[config.mk]
export PLATFORM = sky130hd
export DESIGN_NAME = rc_codec
export DESIGN_NICKNAME = d
export VERILOG_FILES = /design/src/rtl/rc_pkg.sv /design/src/rtl/rc_tx_enc.sv /design/src/rtl/rc_rx_dec.sv /design/src/rtl/rc_drop_ctr.sv /design/src/rtl/rc_codec.sv
export SDC_FILE = /design/constraint.sdc
export NUM_CORES = 1
export LEC_CHECK = 0
export BUFFER_PORTS_ARGS = -buffer_cell sky130_fd_sc_hd__buf_2
export CAP_MARGIN = 20
export CORE_AREA = 3 3 51 53
export CTS_CLUSTER_SIZE = 12
export DETAILED_ROUTE_END_ITERATION = 8
export DIE_AREA = 0 0 54 56
export PLACE_DENSITY = 0.78
export SYNTH_ARGS = -nofsm -noshare
export SYNTH_HDL_FRONTEND = slang
export SYNTH_SLANG_ARGS = --single-unit
[constraint.sdc]
create_clock -name clk -period 3.65 [get_ports clk]
set_input_delay 0.365 -clock clk [delete_from_list [all_inputs] [get_ports clk]]
set_output_delay 0.365 -clock clk [all_outputs]
set_load 0.03 [all_outputs]
[src/rtl/rc_pkg.sv]
package rc_pkg;
  localparam int RC_WORD_W = 16;
  localparam int RC_PAIRS  = RC_WORD_W / 2;
  localparam int RC_LINES  = 4;

  // Bit i of this struct maps to word pair i (bits 2i+1, 2i).
  typedef struct packed {
    logic                rsv;
    logic                rmt_rst;
    logic                far_down;
    logic                xoff;
    logic [RC_LINES-1:0] lines;
  } rc_bits_t;

  function automatic logic [RC_WORD_W-1:0] rc_spread(rc_bits_t b);
    logic [RC_PAIRS-1:0]  v;
    logic [RC_WORD_W-1:0] w;
    v = b;
    w = '0;
    for (int i = 0; i < RC_PAIRS; i++) begin
      w[2*i]   = v[i];
      w[2*i+1] = v[i];
    end
    return w;
  endfunction

  function automatic rc_bits_t rc_collapse(logic [RC_WORD_W-1:0] w);
    logic [RC_PAIRS-1:0] v;
    for (int i = 0; i < RC_PAIRS; i++) v[i] = w[2*i+1];
    return rc_bits_t'(v);
  endfunction
endpackage

[src/rtl/rc_tx_enc.sv]
module rc_tx_enc
  import rc_pkg::*;
#(
  parameter int PERIOD = 8
) (
  input  logic                 clk,
  input  logic                 rst_n,
  input  rc_bits_t             req,
  output logic [RC_WORD_W-1:0] word,
  output logic                 valid,
  output logic                 slot_start
);
  localparam int CW = (PERIOD > 1) ? $clog2(PERIOD) : 1;
  localparam logic [CW-1:0] LAST = CW'(PERIOD - 1);

  logic [CW-1:0] cnt;
  rc_bits_t      req_clean;

  assign slot_start = (cnt == '0);

  always_comb begin
    req_clean     = req;
    req_clean.rsv = 1'b0;
  end

  always_ff @(posedge clk) begin
    if (!rst_n) begin
      cnt   <= '0;
      word  <= '0;
      valid <= 1'b0;
    end else begin
      cnt   <= (cnt == LAST) ? '0 : cnt + CW'(1);
      valid <= slot_start;
      word  <= slot_start ? rc_spread(req_clean) : '0;
    end
  end
endmodule

[src/rtl/rc_rx_dec.sv]
module rc_rx_dec
  import rc_pkg::*;
(
  input  logic                 clk,
  input  logic                 rst_n,
  input  logic [RC_WORD_W-1:0] word,
  input  logic                 valid,
  output rc_bits_t             held,
  output logic                 accept,
  output logic                 word_bad
);
  logic [RC_PAIRS-1:0] pair_err;
  logic                word_ok;

  for (genvar g = 0; g < RC_PAIRS; g++) begin : g_pair
    assign pair_err[g] = word[2*g] ^ word[2*g+1];
  end

  assign word_ok  = valid && (pair_err == '0);
  assign word_bad = valid && (|pair_err);

  always_ff @(posedge clk) begin
    if (!rst_n) begin
      held   <= '0;
      accept <= 1'b0;
    end else begin
      accept <= word_ok;
      if (word_ok) held <= rc_collapse(word);
    end
  end
endmodule

[src/rtl/rc_drop_ctr.sv]
module rc_drop_ctr #(
  parameter int W = 4
) (
  input  logic         clk,
  input  logic         rst_n,
  input  logic         bump,
  output logic [W-1:0] count
);
  always_ff @(posedge clk) begin
    if (!rst_n)                      count <= '0;
    else if (bump && (count != '1))  count <= count + W'(1);
  end
endmodule

[src/rtl/rc_codec.sv]
module rc_codec
  import rc_pkg::*;
#(
  parameter int PERIOD = 8,
  parameter int DROP_W = 4
) (
  input  logic              clk,
  input  logic              rst_n,
  input  logic [3:0]        tx_lines,
  input  logic              tx_xoff,
  input  logic              tx_far_down,
  input  logic              tx_remote_rst,
  output logic [15:0]       tx_word,
  output logic              tx_valid,
  input  logic [15:0]       rx_word,
  input  logic              rx_valid,
  output logic [3:0]        rx_lines,
  output logic              rx_xoff,
  output logic              rx_far_down,
  output logic              rx_remote_rst,
  output logic              rx_accept,
  output logic [DROP_W-1:0] rx_drop_count
);
  rc_bits_t tx_req;
  rc_bits_t rx_held;
  logic     tx_slot_start;
  logic     rx_word_bad;

  always_comb begin
    tx_req          = '0;
    tx_req.lines    = tx_lines;
    tx_req.xoff     = tx_xoff;
    tx_req.far_down = tx_far_down;
    tx_req.rmt_rst  = tx_remote_rst;
  end

  rc_tx_enc #(.PERIOD(PERIOD)) u_enc (
    .clk(clk), .rst_n(rst_n), .req(tx_req),
    .word(tx_word), .valid(tx_valid), .slot_start(tx_slot_start)
  );

  rc_rx_dec u_dec (
    .clk(clk), .rst_n(rst_n), .word(rx_word), .valid(rx_valid),
    .held(rx_held), .accept(rx_accept), .word_bad(rx_word_bad)
  );

  rc_drop_ctr #(.W(DROP_W)) u_drop (
    .clk(clk), .rst_n(rst_n), .bump(rx_word_bad), .count(rx_drop_count)
  );

  assign rx_lines      = rx_held.lines;
  assign rx_xoff       = rx_held.xoff;
  assign rx_far_down   = rx_held.far_down;
  assign rx_remote_rst = rx_held.rmt_rst;
endmodule

# Yosys cells after proc, flatten, opt, wreduce, memory -nomap -nowiden
# Cells that the tools add are included.
# word_totals
reg_bits	31
inputBits	26
out_inout_bits	29
wordCells	31
# classes
n_addsub	2
n_eq_ne	2
bitwise_logic	9
reduce_logical	8
# op_table
cell	count
$logic_not A8 Y1	1
$reduce_or A8 Y1	1
$xor A1 B1 Y1	8
$add A4 B1 Y4 const B	1
$ne A4 B4 Y1 const B	1
$add A3 B1 Y3 const B	1
$eq A3 B3 Y1 const B	1
$logic_and A1 B1 Y1	3
$logic_not A3 Y1	1
$reduce_and A2 Y1	1
$reduce_or A2 Y1	1
$not A1 Y1	1

# Logic depth before layout (Yosys ltp)
# logic_depth
depth_word	4
depth_mapped	7
mapped_depth_nobuf	6

# Cells and area by module
# From an unflattened synthesis, not the netlist that was laid out.
# hier_totals
cells_unflattened	111
area_unflattened_um2	1103.6
# by_module_without_submodules
mod	n_inst	cells_each	area_each_um2	seq_area_each_um2
rc_tx_enc	1	39	461.7	220.2
rc_rx_dec	1	49	441.7	180.2
rc_drop_ctr	1	22	196.4	80.1
rc_codec	1	1	3.8	0.0

# Worst setup path before layout
# Ideal clock, no wire load.
# synth_timing
path_kind	flip-flop to flip-flop
startpoint	register u_drop.count[0]
endpoint	register u_drop.count[3]
setup_ns	0.119
arrival_time_ns	1.322
t_required_ns	3.531
setup_slack_ns	2.208
stages_incl_launch_ff	7
n_path_buf	0
synth_period_minus_slack_ns	1.442
cell_sequence	dfxtp_1 ha_1 nand3_1 nand2_1 a21oi_1 nand4_1 mux2i_1
# synth_via
elab_chain_len	2
elab_cells_between_ends	3
classes_between	1 x add/sub; 1 x eq/ne; 1 x reduce/logical
# synth_lines
element	line	source
start: declaration	rc_drop_ctr.sv:7	output logic [W-1:0] count
start signal: assignment	rc_drop_ctr.sv:11	else if (bump && (count != '1)) count <= count + W'(1);
parallel branches: the longest is 2 deep, another holds $add A4 B1 Y4	--	
# Parallel ways; which one is timed is not known.
# A chain may end at the register's enable or synchronous reset.

# Worst setup path in the final report
# Ends and elaborated chain as after synthesis.

==> results.ini <==
[die]
ios=55
dieArea_sq_um=3020
die_x_um=54
core_sq_um=2190
rows=17
die_h_um=56
start_util=0.458

[placed_design]
routabilityCongestion=0.716
numPortBuffers=52
placement.cell_area_sq_um=1200
place_ws_ps=1870
hpwlAfterDp_um=1590
placedCellCount=173

[finish]
stdcell_count=177
regArea_sq_um=460
final_area_sq_um=1230
fill_cells=207
multiInputGateArea_sq_um=440
num_antenna_cells=0
drive_gt1_frac=0.389
final_nets=180
area.growth.synth_to_final_pct=22.6

[worst_setup_path]
max_stage_delay_ps=370
path_class=flop to flop
path_depth=6
crit_slowest_cell=dfxtp_1
critPathTopFamily=flip-flops
path_cells=ha_1 > nand3_1 > nand2_1 > a21oi_1 > nand4_1 > mux2i_1
worstPathRequired_ps=3850
cp-start-kind=flop
worst-r2r-cell-count=6
critical_path_arrival_ps=1650
r2r-start=u_drop.count[0]
crit_buf_inv=0
cp_max_fo=4
end_kind=flop
reg2reg_slack_ps=2190
reg2reg_to=u_drop.count[3]

[logic_synthesis]
yosys-top-cells-area=dfxtp_1, xor2_1, buf_4
synth_top_area_frac=0.459
syn-cell-area_sq_um=1000
ys_seq_area_frac=0.459
yosysWarnings=0
synthDistinctLibCells=25
synth_cells=106
synth_top_cell_by_area=dfxtp_1
syn_area_per_cell_sq_um=9.47
ys_seq_elements=23

[sta]
fmax_ghz=0.687
clock_skew_ps=13.4
slew_viol_final=0
layout_min_cycle_time_ps=1460
final-setup-viol-count=0
period_share=0.399
timing.final.ws_setup_ps=2190
rsz0062_at_grt=no
setup_tns_ps=0
final_hold_viol_count=0

[route]
drtAntennaViolNets=0
drc=0
routed_wirelength_um=1950
drt_iter0_markers=17
wl_per_cell_um=11.0
vias=836
drt_first_pass_iters=4
via_per_inst=4.72

[clock_tree]
cts_buffers=3
htree_num_levels=1
cts_tree=built
clk_pin_slew_ps=130
cts_setup_buffers=0
cts.path.max_buffers=2
ctsResizeCount=0
hold_buffers=0
root_buffer=clkbuf_4
clkLatencyLatePin_ps=310
cts_sinks=23

[hold_path]
holdCritPathClass=input pin to flop
whs_path_depth=2
hp-start=tx_lines[3]
hold_end=u_enc.word[7]

[power_and_ir_drop]
ir_worst_vdd_uv=184
p_per_area_nw_per_um2=386
cellLeakagePower_uw=0.000641

[grt]
grt_pass1_wl_um=3100
grt_pass1_vias=743
antenna_found_initial=0
overflow=0
track_usage=0.135
grt_start_max_net_pins=26

[flow_run]
cap_violations=0

[outcome]
outcome=complete, no violations

routing by layer:
metal,GRT usage,share of wire
met1,0.134,0.36
met2,0.253,0.58
met3,0.0268,0.053
met4,0.0641,0.0082
met5,0,0
how the worst max path moves through the flow:
stage / slack [ps] / end / start
final: 2190 / u_drop.count[3] / u_drop.count[0]
after global routing: 2040 / u_dec.held[2] / rx_word[15]
after CTS: 2180 / u_drop.count[3] / u_drop.count[0]
after detailed placement: 1870 / u_dec.held[4] / rx_word[7]
after global placement: 1890 / u_dec.held[4] / rx_word[7]
after floorplan: 2210 / u_drop.count[3] / u_drop.count[0]
report_power, final:
| part | internal, uW | switching, uW |
|---|---|---|
| clock network | 42.6 | 71.9 |
| registers | 263 | 6.68 |
| logic | 32.1 | 58.4 |
| total | 337 | 137 |
through the flow:
step | util | hold slack (ps) | total power [uW]
3_5_place_dp | 0.549 | 445 | 366
2_1_floorplan | - | 426 | 341
3_3_place_gp | 0.549 | 436 | 363
5_1_grt | 0.561 | 245 | 500
6_report | 0.561 | 259 | 474
4_1_cts | 0.561 | 250 | 480
cell families after synthesis:
group,count (synthesis),share of synthesized area
adder cells (fa/ha/maj),4,0.0499
flip-flops,23,0.459
buffers and inverters,16,0.106
AO/OA/AOI/OAI,10,0.0561
AND/OR/NAND/NOR,42,0.237
other,1,0.00374
multiplexers,1,0.00998
XOR/XNOR,9,0.0786
flip-flops by register name (all words and copies together), names as in the netlist:
| signal | cells |
|---|---|
| u_enc.cnt | 3 |
| u_drop.count | 4 |
| u_enc.valid | 1 |
| u_enc.word | 7 |
| u_dec.accept | 1 |
| u_dec.held | 7 |
area by class of cell:
type                            count  area share
Sequential cell                    23       0.374
Multi-Input combinational cell     68       0.358
Timing Repair Buffer               52       0.212
Tap cell                           28      0.0285
Clock buffer                        4      0.0214
Inverter                            2     0.00610
cell usage after synthesis:
| cell type | number |
|---|---|
| nor3b_1 | 1 |
| o221a_2 | 1 |
| and3_1 | 1 |
| nand2b_1 | 1 |
| and2_1 | 10 |
| and3b_1 | 2 |
| nor2_1 | 2 |
| o21ai_0 | 2 |
| ha_1 | 4 |
| nand2_1 | 12 |
| o21ai_1 | 6 |
| nor4_2 | 2 |
| buf_6 | 1 |
| clkbuf_1 | 2 |
| dfxtp_1 | 23 |
| conb_1 | 1 |
| nand4b_1 | 1 |
| mux2i_1 | 1 |
| a21oi_1 | 1 |
| inv_1 | 2 |
| nand4_1 | 1 |
| buf_2 | 1 |
| buf_4 | 10 |
| nand3_1 | 9 |
| xor2_1 | 9 |
cell usage in the layout, fill, tap and decap left out, drive strengths merged:
cell / instances
mux2i: 1
and3b: 2
xor2: 9
o21ai: 8
clkbuf: 4
nand2b: 1
buf: 52
nor3b: 1
nand4b: 1
and2: 10
and3: 1
a21oi: 1
nor2: 2
inv: 2
conb: 2
ha: 4
nand4: 1
o221a: 1
nand3: 9
nor4: 2
dfxtp: 23
nand2: 12
Power figures use the tool's default switching activity.
